$ cat src/rtl/fmac_pkg.sv
package fmac_pkg;

   typedef enum logic [1:0] {
      SRC_X0 = 2'd0,
      SRC_X1 = 2'd1,
      SRC_Y0 = 2'd2,
      SRC_Y1 = 2'd3
   } src_e;

   typedef enum logic [1:0] {
      SEG_EXT  = 2'd0,
      SEG_HIGH = 2'd1,
      SEG_LOW  = 2'd2,
      SEG_NONE = 2'd3
   } seg_e;

   typedef struct packed {
      logic n;
      logic z;
      logic v;
      logic e;
   } flags_t;

endpackage

$ cat src/rtl/fmac_mult.sv
// Signed fractional multiplier: 2*a*b, sign-extended to the accumulator width.
module fmac_mult #(
   parameter int DATA_W = 24,
   parameter int ACC_W  = 56
) (
   input  logic [DATA_W-1:0] a,
   input  logic [DATA_W-1:0] b,
   output logic [ACC_W-1:0]  prod
);
   localparam int PW = 2 * DATA_W;

   logic signed [PW-1:0] raw;
   logic [ACC_W-1:0]     wide;

   always_comb begin
      raw  = $signed(a) * $signed(b);
      // widen before the shift so that (-1)*(-1) = +1.0 is representable
      wide = {{(ACC_W-PW){raw[PW-1]}}, raw};
      prod = wide << 1;
   end
endmodule

$ cat src/rtl/fmac_accum.sv
// Add/subtract into the accumulator, detect overflow, optional rounding.
module fmac_accum #(
   parameter int DATA_W   = 24,
   parameter int ACC_W    = 56,
   parameter int RND_MODE = 0   // 0: convergent, 1: round half up
) (
   input  logic [ACC_W-1:0] acc,
   input  logic [ACC_W-1:0] prod,
   input  logic             sub,
   input  logic             rnd,
   output logic [ACC_W-1:0] res,
   output logic             ovf
);
   localparam logic [ACC_W-1:0] HALF = ACC_W'(1) << (DATA_W - 1);

   logic [ACC_W-1:0] sum;
   logic [ACC_W-1:0] bumped;
   logic             tie;
   logic             tie_kill;

   assign tie = (sum[DATA_W-1:0] == HALF[DATA_W-1:0]);

   generate
      if (RND_MODE == 0) begin : g_convergent
         assign tie_kill = tie;
      end else begin : g_half_up
         assign tie_kill = 1'b0;
      end
   endgenerate

   always_comb begin
      sum = sub ? (acc - prod) : (acc + prod);
      if (sub)
         ovf = (acc[ACC_W-1] != prod[ACC_W-1]) && (sum[ACC_W-1] != acc[ACC_W-1]);
      else
         ovf = (acc[ACC_W-1] == prod[ACC_W-1]) && (sum[ACC_W-1] != acc[ACC_W-1]);
      bumped = sum + HALF;
      if (tie_kill)
         bumped[DATA_W] = 1'b0;
      bumped[DATA_W-1:0] = '0;
      res = rnd ? bumped : sum;
   end
endmodule

$ cat src/rtl/fmac_flags.sv
// Condition flags from the final accumulator result.
module fmac_flags #(
   parameter int DATA_W = 24,
   parameter int ACC_W  = 56
) (
   input  logic [ACC_W-1:0]     res,
   input  logic                 ovf,
   output fmac_pkg::flags_t     flags
);
   localparam int TOP_LO = 2 * DATA_W - 1;

   logic [ACC_W-1:TOP_LO] top;

   always_comb begin
      top     = res[ACC_W-1:TOP_LO];
      flags.n = res[ACC_W-1];
      flags.z = (res == '0);
      flags.v = ovf;
      flags.e = !((&top) || (~|top));
   end
endmodule

$ cat src/rtl/frac_mac_unit.sv
module frac_mac_unit #(
   parameter int DATA_W   = 24,
   parameter int EXT_W    = 8,
   parameter int RND_MODE = 0
) (
   input  logic                  clk,
   input  logic                  rst_n,
   input  logic                  in_we,
   input  logic [1:0]            in_sel,
   input  logic [DATA_W-1:0]     in_data,
   input  logic                  acc_we,
   input  logic                  acc_wsel,
   input  logic [1:0]            acc_wseg,
   input  logic [DATA_W-1:0]     acc_wdata,
   input  logic                  op_valid,
   input  logic [1:0]            op_src_a,
   input  logic [1:0]            op_src_b,
   input  logic                  op_dst,
   input  logic                  op_sub,
   input  logic                  op_rnd,
   input  logic                  rd_acc,
   input  logic [1:0]            rd_seg,
   output logic [DATA_W-1:0]     rd_data,
   output logic [2*DATA_W-1:0]   x_pair,
   output logic [2*DATA_W-1:0]   y_pair,
   output logic [EXT_W+2*DATA_W-1:0] acc_a,
   output logic [EXT_W+2*DATA_W-1:0] acc_b,
   output logic                  flag_n,
   output logic                  flag_z,
   output logic                  flag_v,
   output logic                  flag_e
);
   import fmac_pkg::*;

   localparam int ACC_W = EXT_W + 2 * DATA_W;
   localparam int N_IN  = 4;
   localparam int N_ACC = 2;
   localparam int HI_LO = DATA_W;
   localparam int EX_LO = 2 * DATA_W;

   generate
      if (EXT_W < 1 || EXT_W >= DATA_W) begin : g_bad_ext
         $error("frac_mac_unit: EXT_W must lie in 1..DATA_W-1");
      end
      if (DATA_W < 4) begin : g_bad_data
         $error("frac_mac_unit: DATA_W must be at least 4");
      end
      if (RND_MODE != 0 && RND_MODE != 1) begin : g_bad_rnd
         $error("frac_mac_unit: RND_MODE must be 0 or 1");
      end
   endgenerate

   logic [DATA_W-1:0] in_q  [N_IN];
   logic [ACC_W-1:0]  acc_q [N_ACC];
   flags_t            flags_q;

   logic [ACC_W-1:0]  prod;
   logic [ACC_W-1:0]  res;
   logic              ovf;
   flags_t            flags_d;

   fmac_mult #(.DATA_W(DATA_W), .ACC_W(ACC_W)) i_mult (
      .a    (in_q[op_src_a]),
      .b    (in_q[op_src_b]),
      .prod (prod)
   );

   fmac_accum #(.DATA_W(DATA_W), .ACC_W(ACC_W), .RND_MODE(RND_MODE)) i_accum (
      .acc  (acc_q[op_dst]),
      .prod (prod),
      .sub  (op_sub),
      .rnd  (op_rnd),
      .res  (res),
      .ovf  (ovf)
   );

   fmac_flags #(.DATA_W(DATA_W), .ACC_W(ACC_W)) i_flags (
      .res   (res),
      .ovf   (ovf),
      .flags (flags_d)
   );

   // operand registers
   always_ff @(posedge clk) begin
      if (!rst_n) begin
         for (int i = 0; i < N_IN; i++)
            in_q[i] <= '0;
      end else if (in_we) begin
         in_q[in_sel] <= in_data;
      end
   end

   // accumulators: an operation wins over a segment load to the same one
   always_ff @(posedge clk) begin
      if (!rst_n) begin
         for (int i = 0; i < N_ACC; i++)
            acc_q[i] <= '0;
      end else begin
         for (int i = 0; i < N_ACC; i++) begin
            if (op_valid && (int'(op_dst) == i)) begin
               acc_q[i] <= res;
            end else if (acc_we && (int'(acc_wsel) == i)) begin
               case (seg_e'(acc_wseg))
                  SEG_EXT:  acc_q[i][ACC_W-1:EX_LO]  <= acc_wdata[EXT_W-1:0];
                  SEG_HIGH: acc_q[i][EX_LO-1:HI_LO]  <= acc_wdata;
                  SEG_LOW:  acc_q[i][HI_LO-1:0]      <= acc_wdata;
                  default:  acc_q[i]                 <= acc_q[i];
               endcase
            end
         end
      end
   end

   always_ff @(posedge clk) begin
      if (!rst_n)
         flags_q <= '0;
      else if (op_valid)
         flags_q <= flags_d;
   end

   // segment read bus
   logic [ACC_W-1:0] rd_src;

   always_comb begin
      rd_src = acc_q[rd_acc];
      case (seg_e'(rd_seg))
         SEG_EXT:  rd_data = {{(DATA_W-EXT_W){rd_src[ACC_W-1]}}, rd_src[ACC_W-1:EX_LO]};
         SEG_HIGH: rd_data = rd_src[EX_LO-1:HI_LO];
         SEG_LOW:  rd_data = rd_src[HI_LO-1:0];
         default:  rd_data = '0;
      endcase
   end

   assign x_pair = {in_q[SRC_X1], in_q[SRC_X0]};
   assign y_pair = {in_q[SRC_Y1], in_q[SRC_Y0]};
   assign acc_a  = acc_q[0];
   assign acc_b  = acc_q[1];
   assign flag_n = flags_q.n;
   assign flag_z = flags_q.z;
   assign flag_v = flags_q.v;
   assign flag_e = flags_q.e;

endmodule

$ cat config.mk
export PLATFORM = sky130hd
export DESIGN_NAME = frac_mac_unit
export DESIGN_NICKNAME = d
export VERILOG_FILES = /design/src/rtl/fmac_pkg.sv /design/src/rtl/fmac_mult.sv /design/src/rtl/fmac_accum.sv /design/src/rtl/fmac_flags.sv /design/src/rtl/frac_mac_unit.sv
export SDC_FILE = /design/constraint.sdc
export NUM_CORES = 2
export LEC_CHECK = 0
export BUFFER_PORTS_ARGS = -buffer_cell sky130_fd_sc_hd__buf_2
export CAP_MARGIN = 20
export CORE_ASPECT_RATIO = 2
export CORE_MARGIN = 10
export CORE_UTILIZATION = 64
export CTS_BUF_LIST = sky130_fd_sc_hd__clkbuf_8
export CTS_CLUSTER_DIAMETER = 100
export DETAILED_ROUTE_END_ITERATION = 7
export GPL_TIMING_DRIVEN = 0
export PLACE_DENSITY = 0.84
export SLEW_MARGIN = 20
export SYNTH_ARGS = -nofsm -noshare
export SYNTH_HDL_FRONTEND = slang
export SYNTH_HIERARCHICAL = 1
export SYNTH_SLANG_ARGS = --single-unit
export TNS_END_PERCENT = 30
$ cat constraint.sdc
create_clock -name clk -period 15.99 [get_ports clk]
set_clock_uncertainty 0.1 [all_clocks]
set_input_delay 0.7995 -clock clk [delete_from_list [all_inputs] [get_ports clk]]
set_output_delay 0.7995 -clock clk [all_outputs]
set_load 0.1 [all_outputs]
==> qor.csv, run 1 <==
metric;value;unit
Post-Syn Area per Cell;9.456;um2
Die Y;372.6;um
vias in the first global route;43170;
post-CTS setup buffer count;0;
Syn Inst Count;4208;
Yosys top cell area share;30.59;%
main area contributors after synthesis;fa_1 31%, edfxtp_1 16%, inv_1 6.1%;
Mapped Nets;5075;
pin count of the biggest net entering global routing;25;
H-tree depth;2;
CTS Buf Count;36;
post-synthesis sequential area ratio;15.90;%
Initial Utilization;64.37;%
Buffers on Ports;295;
clk buf depth;3;
stop err;[ERROR GRT-0116] Global routing finished with congestion. Check the congestion regions in the DRC Viewer.;
I/O pin count;304;
placed insts;5299;
Placer Congestion;1.222;
Post-synth EDFFs;208;
grt total ovfl;34;
total track usage;58.44;%
Exit stage;global routing (5_1_grt);
outcome;stopped before the end;
Post-DP HPWL;160200;um
Async S/R FF share, synth;0;%
# rows;129;
clock sinks;212;
die width;196.3;um
first-pass GRT wire length;309700;um
Cell variety after synth;98;
clk root buf;clkbuf_8;
register bit total from synthesis;212;
Post-Syn Area;39790;um2
Ys Warns;6;
Top FF cell, synth;edfxtp_1;
post-synth top area cell;fa_1;
repair_timing:
| action | in CTS |
|---|---|
| setup endpoints to repair | 11 |
| resized for setup | 18 |
| hold buffers | 0 |
per-layer routing:
layer	GRT overflow	GRT usage, %
met5	0	2.557
met1	0	52.11
met4	21	68.51
met2	13	84.75
met3	0	32.58
kinds of logic after synthesis:
| logic type | after synthesis | share of synthesized area (%) |
|---|---|---|
| xor gates and xnor gates | 182 | 4.006 |
| muxes | 220 | 7.273 |
| other | 1 | 0.009424 |
| DFF | 212 | 15.90 |
| adders and majority gates | 799 | 36.60 |
| AOI/OAI and AO/OA | 610 | 10.25 |
| buffers and inverters | 910 | 9.012 |
| and+or+nand+nor | 1274 | 16.95 |
per-stage QoR:
stage	TNS, ns	util (%)	setup WS, ns	cell area [um2]
4_1_cts	0	70.00	0.06941	43280
3_5_place_dp	-14.45	68.78	-1.393	42520
3_3_place_gp	-32.57	68.35	-1.555	42250
2_1_floorplan	0	-	2.769	39790
cell usage after synthesis (all sizes together), types with 86 or more instances:
cell type,number
a21oi,204
and2,353
buf,96
clkbuf,166
edfxtp,208
fa,608
ha,191
inv,647
mux2i,99
nand2,403
nand4,102
nor2,168
o21ai,86
xnor2,130
==> run 2, diff against run 1 <==
--- a/config.mk
+++ b/config.mk
@@ -7,14 +7,11 @@
 export LEC_CHECK = 0
 export BUFFER_PORTS_ARGS = -buffer_cell sky130_fd_sc_hd__buf_2
 export CAP_MARGIN = 20
-export CORE_ASPECT_RATIO = 2
 export CORE_MARGIN = 10
-export CORE_UTILIZATION = 64
-export CTS_BUF_LIST = sky130_fd_sc_hd__clkbuf_8
-export CTS_CLUSTER_DIAMETER = 100
+export CORE_UTILIZATION = 40
 export DETAILED_ROUTE_END_ITERATION = 7
 export GPL_TIMING_DRIVEN = 0
-export PLACE_DENSITY = 0.84
+export PLACE_DENSITY_LB_ADDON = 0.15
 export SLEW_MARGIN = 20
 export SYNTH_ARGS = -nofsm -noshare
 export SYNTH_HDL_FRONTEND = slang
==> run 2 against run 1 <==
- the flow now finishes without violations
- synthesized cell count stayed put
- area after synthesis stayed put
==> qor.csv, run 2 <==
metric;value;unit
outcome;completed;
initial antenna violation count;7;
CP arrival;16.05;ns
Post-DP HPWL;136300;um
Buffers on Ports;295;
Core Area;98560;um2
headroom to the max-slew limit;23.43;%
Post-Layout Cell Count;5849;
WL/cell;27.27;um
Worst Setup Start Kind;primary input;
grt total ovfl;0;
Placer Congestion;0.9710;
Vias;33590;
register bit total from synthesis;212;
remaining antenna violation count after routing;0;
fin util;44.79;%
CTS Buf Count;25;
worst skew pair latency;0.61;ns
die width;335.4;um
# nets final;5409;
max-slew violation count;0;
Die Y;335.4;um
count leader, synth;inv_1;
I/O pin count;304;
Initial DRT Pass Iterations;5;
most frequent cells in the layout;646 x inv_1, 608 x fa_1, 402 x nand2_1;
placed insts;5802;
final period utilization;97.61;%
post-synth top area cell;fa_1;
Final setup viols;0;
leading cell type in the layout, fill and taps excluded;inv_1;
pin count of the biggest net entering global routing;21;
Most flops, register;acc_q;
top flop regs;acc_q: 112 flops, in_q: 96 flops;
Post-synth EDFFs;208;
max FFs per register;112;
crit-path most repeated cell;fa_1;
main area contributors after synthesis;fa_1 31%, edfxtp_1 16%, inv_1 6.1%;
clock-pin slew on the worst setup and hold paths;0.06;ns
Critical Path RT;16.44;ns
vias in the first global route;34470;
post-synthesis sequential area ratio;15.90;%
# rows;115;
Syn Inst Count;4208;
die area;112500;um2
Post-Syn Area;39790;um2
Slowest-stage cell, CP;clkbuf_1;
layout cells sized above 1;14.32;%
area delta synth->final;10.94;%
worst min-delay path class;flop to flop;
worst-path fanout max;10;
Post-route DRC;0;
Top FF cell, synth;edfxtp_1;
total track usage;28.19;%
Worst Max-Slew Pin Slew;1.149;ns
clk buf depth;3;
Worst Setup End Kind;flop;
Cell variety after synth;98;
Ys Warns;6;
Post-Syn Area per Cell;9.456;um2
RSZ-0062 raised after global routing;no;
Detailed Route WL;159500;um
CP peak stage delay;0.65;ns
maximum clock rate;0.06407;GHz
Hold Violations, Final;0;
Mapped Nets;5075;
routed vias/inst;5.743;
fin crit period;15.61;ns
clk root buf;clkbuf_16;
clock sinks;212;
CTS tree;done;
Async S/R FF share, synth;0;%
synth cell count leaders;646 x inv_1, 608 x fa_1, 403 x nand2_1;
first-pass GRT wire length;236200;um
Yosys top cell area share;30.59;%
DR iter-0 viols;3050;
Initial Utilization;40.37;%
H-tree depth;1;
Max-Cap Viols;0;
Setup CP Type;primary input to flop;
## run 2: cell counts after synthesis
No cell type changed its count.
## run 2: metal layers
metal | up-vias | track usage (%) | routed length [um]
li1 | 14600 | - | -
met1 | 17150 | 38.10 | 67200
met2 | 1553 | 44.37 | 71310
met3 | 286 | 5.617 | 13690
met4 | 4 | 10.33 | 7247
met5 | - | 0 | 25
## run 2: stage by stage
stage | hold slack, ns | setup TNS, ns | cell area (um2) | setup WS, ns
floorplan | 0.8759 | 0 | 39790 | 2.769
global placement | 0.3750 | -21.72 | 42880 | -1.503
detailed placement | 0.3863 | -15.49 | 43180 | -1.533
CTS | 0.3668 | 0 | 44060 | 0.01596
global route | 0.3986 | 0 | 44140 | 0.03654
finish | 0.3952 | 0 | 44140 | 0.3820
## run 2: repair_timing
item | 4_1_cts | 5_1_grt
hold endpoints to repair | 0 | 0
endpoints found under the setup margin | 16 | 12
hold buffers | 0 | 0
setup buffers | 0 | 2
pin swaps | 0 | 1
resized for setup | 12 | 39
## run 2: cells by family after synthesis
family	synth area share, %
and+or+nand+nor	16.95
buffers and inverters	9.012
adders and majority gates	36.60
AOI/OAI and AO/OA	10.25
muxes	7.273
DFF	15.90
xor gates and xnor gates	4.006
other	0.009424
## run 2: final timing paths
path	cells after the start	from	to	slack (ns)
min reg2reg	2	flag_v	flag_v	0.40
max reg2reg	48	in_q[2][2]	flag_z	0.87
max	50	op_src_b[1]	flag_z	0.38
min	2	flag_v	flag_v	0.40
## run 2: final cells by class
type	count	area, um2
Fill cell	9708	54420
Multi-Input combinational cell	3086	30000
Sequential cell	212	6326
Inverter	648	2432
Timing Repair Buffer	309	1723
Tap cell	1287	1610
Buffer	260	1191
Clock buffer	27	633.1
Clock inverter	19	224.0
Antenna cell	1	2.502
## run 2: worst max-delay path: cells and delay by family
family / cells / cell delay (ns)
simple gates: 18 / 5.23
xor+xnor: 4 / 0.91
buf+inv: 9 / 2.37
compound gates: 8 / 2.08
fa+ha+maj: 9 / 3.99
mux: 2 / 0.62
Power of run 2 is not shown: default switching activity piles up to over one toggle a cycle in this logic, so the estimate is an artifact.
